### config.mk
export PLATFORM = sky130hd
export DESIGN_NAME = nand_host_ctrl
export DESIGN_NICKNAME = d
export VERILOG_FILES = /design/src/rtl/nand_host_pkg.sv /design/src/rtl/nand_strobe_gen.sv /design/src/rtl/nand_busy_wait.sv /design/src/rtl/nand_host_ctrl.sv
export SDC_FILE = /design/constraint.sdc
export NUM_CORES = 1
export LEC_CHECK = 0
export BUFFER_PORTS_ARGS = -buffer_cell sky130_fd_sc_hd__buf_2
export CORE_MARGIN = 2
export CORE_UTILIZATION = 55
export DETAILED_ROUTE_END_ITERATION = 7
export GPL_TIMING_DRIVEN = 1
export PLACE_DENSITY = 0.77
export SETUP_SLACK_MARGIN = 0.05
export SLEW_MARGIN = 20
export SYNTH_ARGS = -nofsm -noshare
export SYNTH_HDL_FRONTEND = slang
export SYNTH_SLANG_ARGS = --single-unit
### constraint.sdc
create_clock -name clk -period 4.1 [get_ports clk]
set_input_delay 0.41 -clock clk [delete_from_list [all_inputs] [get_ports clk]]
set_output_delay 0.41 -clock clk [all_outputs]
set_load 0.01 [all_outputs]
### src/rtl/nand_host_pkg.sv
package nand_host_pkg;

  typedef enum logic [1:0] {
    OP_READ   = 2'd0,
    OP_PROG   = 2'd1,
    OP_ERASE  = 2'd2,
    OP_STATUS = 2'd3
  } op_e;

  typedef enum logic [1:0] {
    PH_LEAD,
    PH_CONFIRM,
    PH_STATUS
  } phase_e;

  typedef enum logic [2:0] {
    S_IDLE,
    S_CMD,
    S_ADDR,
    S_WDATA,
    S_BUSY,
    S_RDATA,
    S_STAT_RD,
    S_DONE
  } ctl_state_e;

  localparam logic [7:0] CMD_READ_LEAD  = 8'h00;
  localparam logic [7:0] CMD_READ_GO    = 8'h30;
  localparam logic [7:0] CMD_PROG_LEAD  = 8'h80;
  localparam logic [7:0] CMD_PROG_GO    = 8'h10;
  localparam logic [7:0] CMD_ERASE_LEAD = 8'h60;
  localparam logic [7:0] CMD_ERASE_GO   = 8'hD0;
  localparam logic [7:0] CMD_STATUS     = 8'h70;

endpackage

### src/rtl/nand_strobe_gen.sv
module nand_strobe_gen #(
  parameter int LOW_WR  = 3,
  parameter int HIGH_WR = 3,
  parameter int LOW_RD  = 3,
  parameter int HIGH_RD = 3
) (
  input  logic       clk,
  input  logic       rst_n,
  input  logic       start,
  input  logic       is_read,
  input  logic [7:0] dq_i,
  output logic       we_n,
  output logic       re_n,
  output logic       done,
  output logic [7:0] cap_data
);

  localparam int MAX_A = (LOW_WR > HIGH_WR) ? LOW_WR : HIGH_WR;
  localparam int MAX_B = (LOW_RD > HIGH_RD) ? LOW_RD : HIGH_RD;
  localparam int MAX_C = (MAX_A > MAX_B) ? MAX_A : MAX_B;
  localparam int CW    = (MAX_C > 1) ? $clog2(MAX_C) : 1;

  logic          active;
  logic          in_low;
  logic          rd_q;
  logic [CW-1:0] cnt;

  always_ff @(posedge clk or negedge rst_n) begin
    if (!rst_n) begin
      active   <= 1'b0;
      in_low   <= 1'b0;
      rd_q     <= 1'b0;
      cnt      <= '0;
      we_n     <= 1'b1;
      re_n     <= 1'b1;
      done     <= 1'b0;
      cap_data <= '0;
    end else begin
      done <= 1'b0;
      if (!active) begin
        if (start) begin
          active <= 1'b1;
          in_low <= 1'b1;
          rd_q   <= is_read;
          cnt    <= is_read ? CW'(LOW_RD - 1) : CW'(LOW_WR - 1);
          we_n   <= is_read;
          re_n   <= !is_read;
        end
      end else if (in_low) begin
        if (cnt == '0) begin
          in_low <= 1'b0;
          we_n   <= 1'b1;
          re_n   <= 1'b1;
          cnt    <= rd_q ? CW'(HIGH_RD - 1) : CW'(HIGH_WR - 1);
          if (rd_q) cap_data <= dq_i;
        end else begin
          cnt <= cnt - 1'b1;
        end
      end else begin
        if (cnt == '0) begin
          active <= 1'b0;
          done   <= 1'b1;
        end else begin
          cnt <= cnt - 1'b1;
        end
      end
    end
  end

  // the two enables are never low at once
  assert_no_dual_strobe_R3: assert property (@(posedge clk) disable iff (!rst_n)
    !(!we_n && !re_n));

  // a new pulse never starts right after a falling strobe ends (high time kept)
  assert_high_gap_R3: assert property (@(posedge clk) disable iff (!rst_n)
    ($rose(we_n) || $rose(re_n)) |=> (we_n && re_n));

endmodule

### src/rtl/nand_busy_wait.sv
module nand_busy_wait #(
  parameter int SYNC_STAGES = 2,
  parameter int GUARD_CLKS  = 8,
  parameter int LIMIT       = 1000000
) (
  input  logic clk,
  input  logic rst_n,
  input  logic start,
  input  logic rb_n,
  output logic ready,
  output logic timeout
);

  localparam int MAXV = (GUARD_CLKS > LIMIT) ? GUARD_CLKS : LIMIT;
  localparam int CW   = (MAXV > 1) ? $clog2(MAXV + 1) : 1;

  typedef enum logic [1:0] {BW_IDLE, BW_GUARD, BW_POLL} bw_e;

  logic [SYNC_STAGES-1:0] sync_q;
  logic                   rb_s;
  bw_e                    ph;
  logic [CW-1:0]          cnt;

  assign rb_s = sync_q[SYNC_STAGES-1];

  always_ff @(posedge clk or negedge rst_n) begin
    if (!rst_n) sync_q <= '1;
    else        sync_q <= {sync_q[SYNC_STAGES-2:0], rb_n};
  end

  always_ff @(posedge clk or negedge rst_n) begin
    if (!rst_n) begin
      ph      <= BW_IDLE;
      cnt     <= '0;
      ready   <= 1'b0;
      timeout <= 1'b0;
    end else begin
      ready   <= 1'b0;
      timeout <= 1'b0;
      case (ph)
        BW_IDLE: if (start) begin
          ph  <= BW_GUARD;
          cnt <= '0;
        end
        BW_GUARD: begin
          if (cnt >= CW'(GUARD_CLKS - 1)) begin
            ph  <= BW_POLL;
            cnt <= '0;
          end else begin
            cnt <= cnt + 1'b1;
          end
        end
        BW_POLL: begin
          if (rb_s) begin
            ready <= 1'b1;
            ph    <= BW_IDLE;
          end else if (LIMIT != 0 && cnt == CW'(LIMIT - 1)) begin
            timeout <= 1'b1;
            ph      <= BW_IDLE;
          end else begin
            cnt <= cnt + 1'b1;
          end
        end
        default: ph <= BW_IDLE;
      endcase
    end
  end

  // a wait is never re-armed while one is running
  assert_start_when_idle_R7: assert property (@(posedge clk) disable iff (!rst_n)
    start |-> (ph == BW_IDLE));

  // success and expiry are exclusive outcomes
  assert_ready_xor_timeout_R10: assert property (@(posedge clk) disable iff (!rst_n)
    !(ready && timeout));

endmodule

### src/rtl/nand_host_ctrl.sv
module nand_host_ctrl
  import nand_host_pkg::*;
#(
  parameter int PAGE_BYTES  = 2112,
  parameter int COL_BYTES   = 2,
  parameter int ROW_BYTES   = 2,
  parameter int WE_LOW      = 3,
  parameter int WE_HIGH     = 3,
  parameter int RE_LOW      = 3,
  parameter int RE_HIGH     = 3,
  parameter int GUARD_CLKS  = 8,
  parameter int BUSY_LIMIT  = 1000000,
  parameter int SYNC_STAGES = 2
) (
  input  logic                   clk,
  input  logic                   rst_n,
  input  logic                   op_valid,
  output logic                   op_ready,
  input  logic [1:0]             op_code,
  input  logic [8*COL_BYTES-1:0] op_col,
  input  logic [8*ROW_BYTES-1:0] op_row,
  input  logic                   wr_valid,
  output logic                   wr_ready,
  input  logic [7:0]             wr_data,
  output logic                   rd_valid,
  input  logic                   rd_ready,
  output logic [7:0]             rd_data,
  output logic                   done,
  output logic                   done_ok,
  output logic                   done_timeout,
  output logic [7:0]             done_status,
  output logic                   nand_ce_n,
  output logic                   nand_cle,
  output logic                   nand_ale,
  output logic                   nand_we_n,
  output logic                   nand_re_n,
  output logic [7:0]             nand_dq_o,
  output logic                   nand_dq_oe,
  input  logic [7:0]             nand_dq_i,
  input  logic                   nand_rb_n
);

  localparam int ADDR_BYTES = COL_BYTES + ROW_BYTES;
  localparam int CNT_W      = $clog2(PAGE_BYTES + 1);
  localparam int AB_W       = $clog2(ADDR_BYTES + 1);
  localparam logic [CNT_W-1:0] PAGE_N = CNT_W'(PAGE_BYTES);

  ctl_state_e              state;
  op_e                     op_q;
  phase_e                  phase_q;
  logic [7:0]              cmd_q;
  logic [8*ADDR_BYTES-1:0] addr_sh;
  logic [AB_W-1:0]         addr_left;
  logic [CNT_W-1:0]        byte_cnt;
  logic [7:0]              wbyte_q;
  logic                    launched;
  logic                    rd_valid_q;
  logic [7:0]              rd_data_q;
  logic [7:0]              status_q;
  logic                    timeout_q;

  logic       sb_start, sb_read, sb_done;
  logic [7:0] sb_cap;
  logic       bw_start, bw_ready, bw_timeout;

  nand_strobe_gen #(
    .LOW_WR (WE_LOW),
    .HIGH_WR(WE_HIGH),
    .LOW_RD (RE_LOW),
    .HIGH_RD(RE_HIGH)
  ) u_strobe (
    .clk     (clk),
    .rst_n   (rst_n),
    .start   (sb_start),
    .is_read (sb_read),
    .dq_i    (nand_dq_i),
    .we_n    (nand_we_n),
    .re_n    (nand_re_n),
    .done    (sb_done),
    .cap_data(sb_cap)
  );

  nand_busy_wait #(
    .SYNC_STAGES(SYNC_STAGES),
    .GUARD_CLKS (GUARD_CLKS),
    .LIMIT      (BUSY_LIMIT)
  ) u_busy (
    .clk    (clk),
    .rst_n  (rst_n),
    .start  (bw_start),
    .rb_n   (nand_rb_n),
    .ready  (bw_ready),
    .timeout(bw_timeout)
  );

  // pulse launch decisions
  always_comb begin
    sb_start = 1'b0;
    sb_read  = 1'b0;
    case (state)
      S_CMD, S_ADDR: sb_start = !launched;
      S_WDATA:       sb_start = !launched && wr_valid && (byte_cnt != PAGE_N);
      S_RDATA: begin
        sb_start = !launched && !rd_valid_q && (byte_cnt != PAGE_N);
        sb_read  = 1'b1;
      end
      S_STAT_RD: begin
        sb_start = !launched;
        sb_read  = 1'b1;
      end
      default: ;
    endcase
  end

  assign bw_start = sb_done && (state == S_CMD) && (phase_q == PH_CONFIRM);
  assign wr_ready = (state == S_WDATA) && !launched && (byte_cnt != PAGE_N);

  assign op_ready   = (state == S_IDLE);
  assign nand_ce_n  = (state == S_IDLE);
  assign nand_cle   = (state == S_CMD);
  assign nand_ale   = (state == S_ADDR);
  assign nand_dq_oe = launched && (state == S_CMD || state == S_ADDR || state == S_WDATA);

  always_comb begin
    case (state)
      S_CMD:   nand_dq_o = cmd_q;
      S_ADDR:  nand_dq_o = addr_sh[7:0];
      S_WDATA: nand_dq_o = wbyte_q;
      default: nand_dq_o = 8'h00;
    endcase
  end

  assign rd_valid     = rd_valid_q;
  assign rd_data      = rd_data_q;
  assign done         = (state == S_DONE);
  assign done_timeout = timeout_q;
  assign done_status  = status_q;
  assign done_ok      = !timeout_q && !((op_q != OP_READ) && status_q[0]);

  always_ff @(posedge clk or negedge rst_n) begin
    if (!rst_n) begin
      state      <= S_IDLE;
      op_q       <= OP_READ;
      phase_q    <= PH_LEAD;
      cmd_q      <= '0;
      addr_sh    <= '0;
      addr_left  <= '0;
      byte_cnt   <= '0;
      wbyte_q    <= '0;
      launched   <= 1'b0;
      rd_valid_q <= 1'b0;
      rd_data_q  <= '0;
      status_q   <= '0;
      timeout_q  <= 1'b0;
    end else begin
      if (sb_start) launched <= 1'b1;
      if (sb_done)  launched <= 1'b0;
      if (rd_valid_q && rd_ready) rd_valid_q <= 1'b0;

      case (state)
        S_IDLE: if (op_valid) begin
          op_q      <= op_e'(op_code);
          status_q  <= '0;
          timeout_q <= 1'b0;
          byte_cnt  <= '0;
          state     <= S_CMD;
          if (op_e'(op_code) == OP_ERASE) begin
            addr_sh   <= {{(8*COL_BYTES){1'b0}}, op_row};
            addr_left <= AB_W'(ROW_BYTES);
          end else begin
            addr_sh   <= {op_row, op_col};
            addr_left <= AB_W'(ADDR_BYTES);
          end
          case (op_e'(op_code))
            OP_READ:  begin cmd_q <= CMD_READ_LEAD;  phase_q <= PH_LEAD;   end
            OP_PROG:  begin cmd_q <= CMD_PROG_LEAD;  phase_q <= PH_LEAD;   end
            OP_ERASE: begin cmd_q <= CMD_ERASE_LEAD; phase_q <= PH_LEAD;   end
            default:  begin cmd_q <= CMD_STATUS;     phase_q <= PH_STATUS; end
          endcase
        end

        S_CMD: if (sb_done) begin
          case (phase_q)
            PH_LEAD:    state <= S_ADDR;
            PH_CONFIRM: state <= S_BUSY;
            default:    state <= S_STAT_RD;
          endcase
        end

        S_ADDR: if (sb_done) begin
          addr_sh   <= addr_sh >> 8;
          addr_left <= addr_left - 1'b1;
          if (addr_left == AB_W'(1)) begin
            if (op_q == OP_PROG) begin
              state <= S_WDATA;
            end else begin
              cmd_q   <= (op_q == OP_READ) ? CMD_READ_GO : CMD_ERASE_GO;
              phase_q <= PH_CONFIRM;
              state   <= S_CMD;
            end
          end
        end

        S_WDATA: begin
          if (wr_valid && wr_ready) wbyte_q <= wr_data;
          if (sb_done) begin
            if (byte_cnt == PAGE_N - 1'b1) begin
              byte_cnt <= '0;
              cmd_q    <= CMD_PROG_GO;
              phase_q  <= PH_CONFIRM;
              state    <= S_CMD;
            end else begin
              byte_cnt <= byte_cnt + 1'b1;
            end
          end
        end

        S_BUSY: begin
          if (bw_timeout) begin
            timeout_q <= 1'b1;
            state     <= S_DONE;
          end else if (bw_ready) begin
            if (op_q == OP_READ) begin
              byte_cnt <= '0;
              state    <= S_RDATA;
            end else begin
              cmd_q   <= CMD_STATUS;
              phase_q <= PH_STATUS;
              state   <= S_CMD;
            end
          end
        end

        S_RDATA: begin
          if (sb_done) begin
            rd_data_q  <= sb_cap;
            rd_valid_q <= 1'b1;
            byte_cnt   <= byte_cnt + 1'b1;
          end else if (byte_cnt == PAGE_N && !rd_valid_q) begin
            state <= S_DONE;
          end
        end

        S_STAT_RD: if (sb_done) begin
          status_q <= sb_cap;
          state    <= S_DONE;
        end

        default: state <= S_IDLE;
      endcase
    end
  end

  // command and address levels are exclusive
  assert_cle_ale_excl_R2: assert property (@(posedge clk) disable iff (!rst_n)
    !(nand_cle && nand_ale));

  // the host never drives the bus during a read pulse
  assert_bus_released_R4: assert property (@(posedge clk) disable iff (!rst_n)
    !nand_re_n |-> (!nand_dq_oe && !nand_cle && !nand_ale));

  // a write pulse always has the bus driven
  assert_we_drives_R4: assert property (@(posedge clk) disable iff (!rst_n)
    !nand_we_n |-> nand_dq_oe);

  // levels and bus value are steady while a write pulse is low
  assert_we_hold_R1: assert property (@(posedge clk) disable iff (!rst_n)
    (!nand_we_n && $past(!nand_we_n)) |->
      ($stable(nand_cle) && $stable(nand_ale) && $stable(nand_dq_o)));

  // no write byte accepted while a pulse is in flight
  assert_wr_ready_idle_R5: assert property (@(posedge clk) disable iff (!rst_n)
    wr_ready |-> nand_we_n);

  // a pending read byte is held under back-pressure
  assert_rd_hold_R6: assert property (@(posedge clk) disable iff (!rst_n)
    (rd_valid && !rd_ready) |=> (rd_valid && $stable(rd_data)));

  // no read pulse starts while a byte waits for the consumer
  assert_no_re_pending_R6: assert property (@(posedge clk) disable iff (!rst_n)
    ($fell(nand_re_n) && (state == S_RDATA)) |-> $past(!rd_valid));

  // strobes only while the chip is selected
  assert_ce_selected_R11: assert property (@(posedge clk) disable iff (!rst_n)
    (!nand_we_n || !nand_re_n) |-> !nand_ce_n);

  // completion lasts one cycle
  assert_done_pulse_R12: assert property (@(posedge clk) disable iff (!rst_n)
    done |=> !done);

endmodule

==> flow_summary_export.csv <==
group,metric,value,unit
hold_path,min_path_type,"in -> async",
timing,fin_skew,0.0158,ns
placement,dp_hpwl,10800,um
floorplanning,fp.dieArea,0.0131,mm2
routing,dr.pass1.iters,5,
power_and_ir_drop,p_leak,3.77,nW
routing,drcViolationCount,0,
logic_synthesis,yosys_warnings,0,
clock_network,cts_setup_buffers,0,
critical_path,critPathMaxFanout,37,
placement,portBuffers,91,
placement,place_inst,918,
timing,hold_ws,0.0467,ns
critical_path,cp-end-kind,"flip-flop",
global_routing,grt_pass1_wl,26000,um
timing,maxSlewHeadroom,32.3,%
logic_synthesis,async_reset_ff_share,100,%
global_routing,grt_max_degree,83,
timing,final.setup.tns,0,ns
final_layout,final_cells,949,
clock_network,cts_tree,"yes",
placement,gp_congestion,0.855,
routing,ant_nets,0,
floorplanning,die_x,114,um
logic_synthesis,ys_seq_elements,127,
logic_synthesis,synthCells,715,
logic_synthesis,synth_nets,782,
timing,min_period,2.98,ns
global_routing,antenna_found_initial,0,
routing,wl_per_cell,16.5,um
critical_path,startpoint_type,"flip-flop",
final_layout,fin_nets,857,
timing,tightest_slew,1.01,ns
logic_synthesis,synth-main-ff-cell,"dfrtp_1",
critical_path,path_class,"reg -> reg",
routing,dr_total_vias,5674,
timing,period_share,72.6,%
routing,drt_iter0_markers,463,
floorplanning,fp-row-count,40,
global_routing,grt.overflow.total,0,
timing,max_freq,336,MHz
power_and_ir_drop,powerDensity,392,mW/mm2
timing,finalSetupViolCount,0,
routing,via_per_inst,5.98,
floorplanning,io_pins,92,
status,outcome,"complete, no violations",
power_and_ir_drop,vdd_drop_max,0.000203,V
global_routing,grt_usage,25.2,%
final_layout,post-route-util,65.9,%
critical_path,cp.arrival,3.32,ns
logic_synthesis,yosysUniqueCellTypes,70,
clock_network,clk_pin_slew,0.06,ns
floorplanning,initial_core_util,55.9,%
final_layout,fillCellCount,922,
clock_network,clk_path_buf_depth,2,
clock_network,numCtsBuffers,17,
routing,wirelength,15700,um
final_layout,final_layout_size_suffix_gt1_share,21.2,%
clock_network,cts_root_buf,"clkbuf_16",
logic_synthesis,syn_area,0.00669,mm2
timing,finalHoldViolations,0,
logic_synthesis,synth_area_leaders,"dfrtp_1 46%, nand2_1 4.6%, mux2_2 3.9%",
timing,rsz0062_at_grt,"false",
logic_synthesis,avgSynthCellArea,9.36,um2
clock_network,cts_htree_levels,4,
logic_synthesis,synth-edff-count,0,
critical_path,cp.required,4.44,ns
clock_network,clkLatencyLatePin,0.43,ns
floorplanning,die_h,114,um
final_layout,num_antenna_cells,0,
clock_network,hold_buffers,0,
logic_synthesis,synth_top_area_share,46.0,%
clock_network,cts.sinks,127,
global_routing,grt_pass1_vias,5308,
timing,final_max_slew_viol_count,0,
floorplanning,core_area,0.0120,mm2
flow_run,max-cap-violations,0,
clock_network,cts_resized,0,
logic_synthesis,yosys.area.top_type,"dfrtp_1",
final_layout,syn2layout_area_growth,17.8,%
logic_synthesis,yosysSeqAreaShare,47.6,%
==> layout by cell type (no fill, tap or decap), types with 8 or more instances in the layout <==
| cell type | synthesis | layout |
|---|---|---|
| nand2_1 | 82 | 82 |
| buf_2 | 3 | 90 |
| o21ai_1 | 33 | 33 |
| a31oi_1 | 15 | 15 |
| mux2_2 | 23 | 23 |
| o21ai_0 | 23 | 23 |
| mux2i_1 | 22 | 22 |
| clkbuf_16 | 0 | 17 |
| nand3_1 | 33 | 33 |
| dfrtp_1 | 123 | 123 |
| o22ai_1 | 14 | 14 |
| mux2_1 | 15 | 15 |
| ha_1 | 11 | 11 |
| nand4_1 | 10 | 10 |
| buf_4 | 1 | 8 |
| nand2b_1 | 8 | 8 |
| o31ai_1 | 12 | 12 |
| nor3_1 | 8 | 8 |
| inv_1 | 45 | 45 |
| or4_1 | 10 | 10 |
| a21oi_1 | 47 | 47 |
| nor2_1 | 50 | 50 |
==> cells by family (layout without fill, tap and decap cells) <==
kind of cell	Yosys count	in the layout	share of synthesized area, %
compound gates	180	180	17.1
xor+xnor	2	2	0.262
fa+ha+maj	11	11	2.06
buf+inv	89	176	5.11
flops	127	127	47.6
mux	61	61	9.91
simple gates	245	245	18.0
==> cell type report <==
cell class | count | area (um2) | area share (%)
tap | 147 | 184 | 2.33
timing repair buffer | 99 | 522 | 6.62
clock buffer | 18 | 439 | 5.57
clock inverter | 13 | 210 | 2.67
inverter | 46 | 173 | 2.19
sequential | 127 | 3180 | 40.4
multi-input combinational | 499 | 3170 | 40.2
==> where the power goes <==
part | total (W) | internal, W | switching (W)
clock | 0.00166 | 0.00109 | 0.000567
sequential | 0.00130 | 0.00128 | 0.0000171
combinational | 0.000124 | 0.0000514 | 0.0000724
==> worst max-delay path, cell delays in order, from the launching register on <==
cell	delay, ns
dfrtp_1	0.32
buf_4	0.25
nor2b_1	0.45
nand2b_1	0.24
inv_2	0.49
nand2_1	0.35
nand2_1	0.54
o21ai_0	0.16
o21ai_0	0.10
==> stage by stage <==
| step | setup slack, ns | total power (W) | cell area [um2] |
|---|---|---|---|
| after floorplan | 1.74 | 0.00137 | 6690 |
| after global placement | 1.25 | 0.00144 | 7220 |
| after detailed placement | 1.18 | 0.00145 | 7220 |
| after CTS | 1.17 | 0.00311 | 7870 |
| after global routing | 0.694 | 0.00319 | 7880 |
| final | 1.12 | 0.00309 | 7880 |
==> sequential cells by signal, indices dropped and copies added, names as in the netlist, 3 cells and up <==
register	cells
state	3
u_strobe.cap_data	8
byte_cnt	12
cmd_q	4
addr_sh	32
rd_data	8
wbyte_q	8
addr_left	3
done_status	8
u_busy.cnt	20
==> final timing paths <==
path / start / to / cells past startpoint / slack [ns]
setup / recovery: state[1]$_DFFE_PN0P_ / addr_left[1]$_DFFE_PN0P_ / 8 / 1.12
hold / removal: rst_n / byte_cnt[1]$_DFFE_PN0P_ / 1 / 0.05
setup reg to reg: state[1]$_DFFE_PN0P_ / addr_left[1]$_DFFE_PN0P_ / 8 / 1.12
hold reg to reg: u_busy.sync_q[0]$_DFF_PN1_ / u_busy.sync_q[1]$_DFF_PN1_ / 0 / 0.36
max in group asynchronous: rst_n / state[1]$_DFFE_PN0P_ / 2 / 3.24
min in group clk: nand_rb_n / u_busy.sync_q[0]$_DFF_PN1_ / 1 / 0.09
==> cell usage after synthesis (2+ instances only) <==
| library cell | instances |
|---|---|
| buf_1 | 7 |
| xor2_1 | 2 |
| mux2i_1 | 22 |
| dfrtp_1 | 123 |
| a31oi_1 | 15 |
| and3_1 | 7 |
| or2_1 | 2 |
| a21oi_1 | 47 |
| nand3_1 | 33 |
| and4_1 | 4 |
| a22oi_1 | 4 |
| nor2_1 | 50 |
| o22ai_1 | 14 |
| o22a_1 | 2 |
| or4b_1 | 2 |
| nor4b_1 | 2 |
| or2_2 | 2 |
| inv_1 | 45 |
| ha_1 | 11 |
| clkbuf_1 | 32 |
| o311ai_1 | 3 |
| nor4_1 | 7 |
| nand2b_1 | 8 |
| nand4_1 | 10 |
| o221ai_1 | 2 |
| and2_1 | 2 |
| dfstp_2 | 4 |
| or4_1 | 10 |
| or3_1 | 3 |
| o21ai_0 | 23 |
| mux2_2 | 23 |
| mux2_1 | 15 |
| nor2b_1 | 5 |
| o211ai_1 | 4 |
| buf_2 | 3 |
| o21ai_1 | 33 |
| o31ai_1 | 12 |
| a32oi_1 | 2 |
| nand2_1 | 82 |
| nor3_1 | 8 |
==> layer usage <==
metal / wire (um) / vias to the layer above / share of wire, % / track usage (%)
li1: - / 2726 / - / -
met1: 7120 / 2712 / 45 / 35.1
met2: 7570 / 223 / 48 / 39.2
met3: 858 / 13 / 5.5 / 5.93
met4: 130 / 0 / 0.83 / 8.05
met5: 0 / - / 0 / 0
Power figures use the tool's default switching activity.
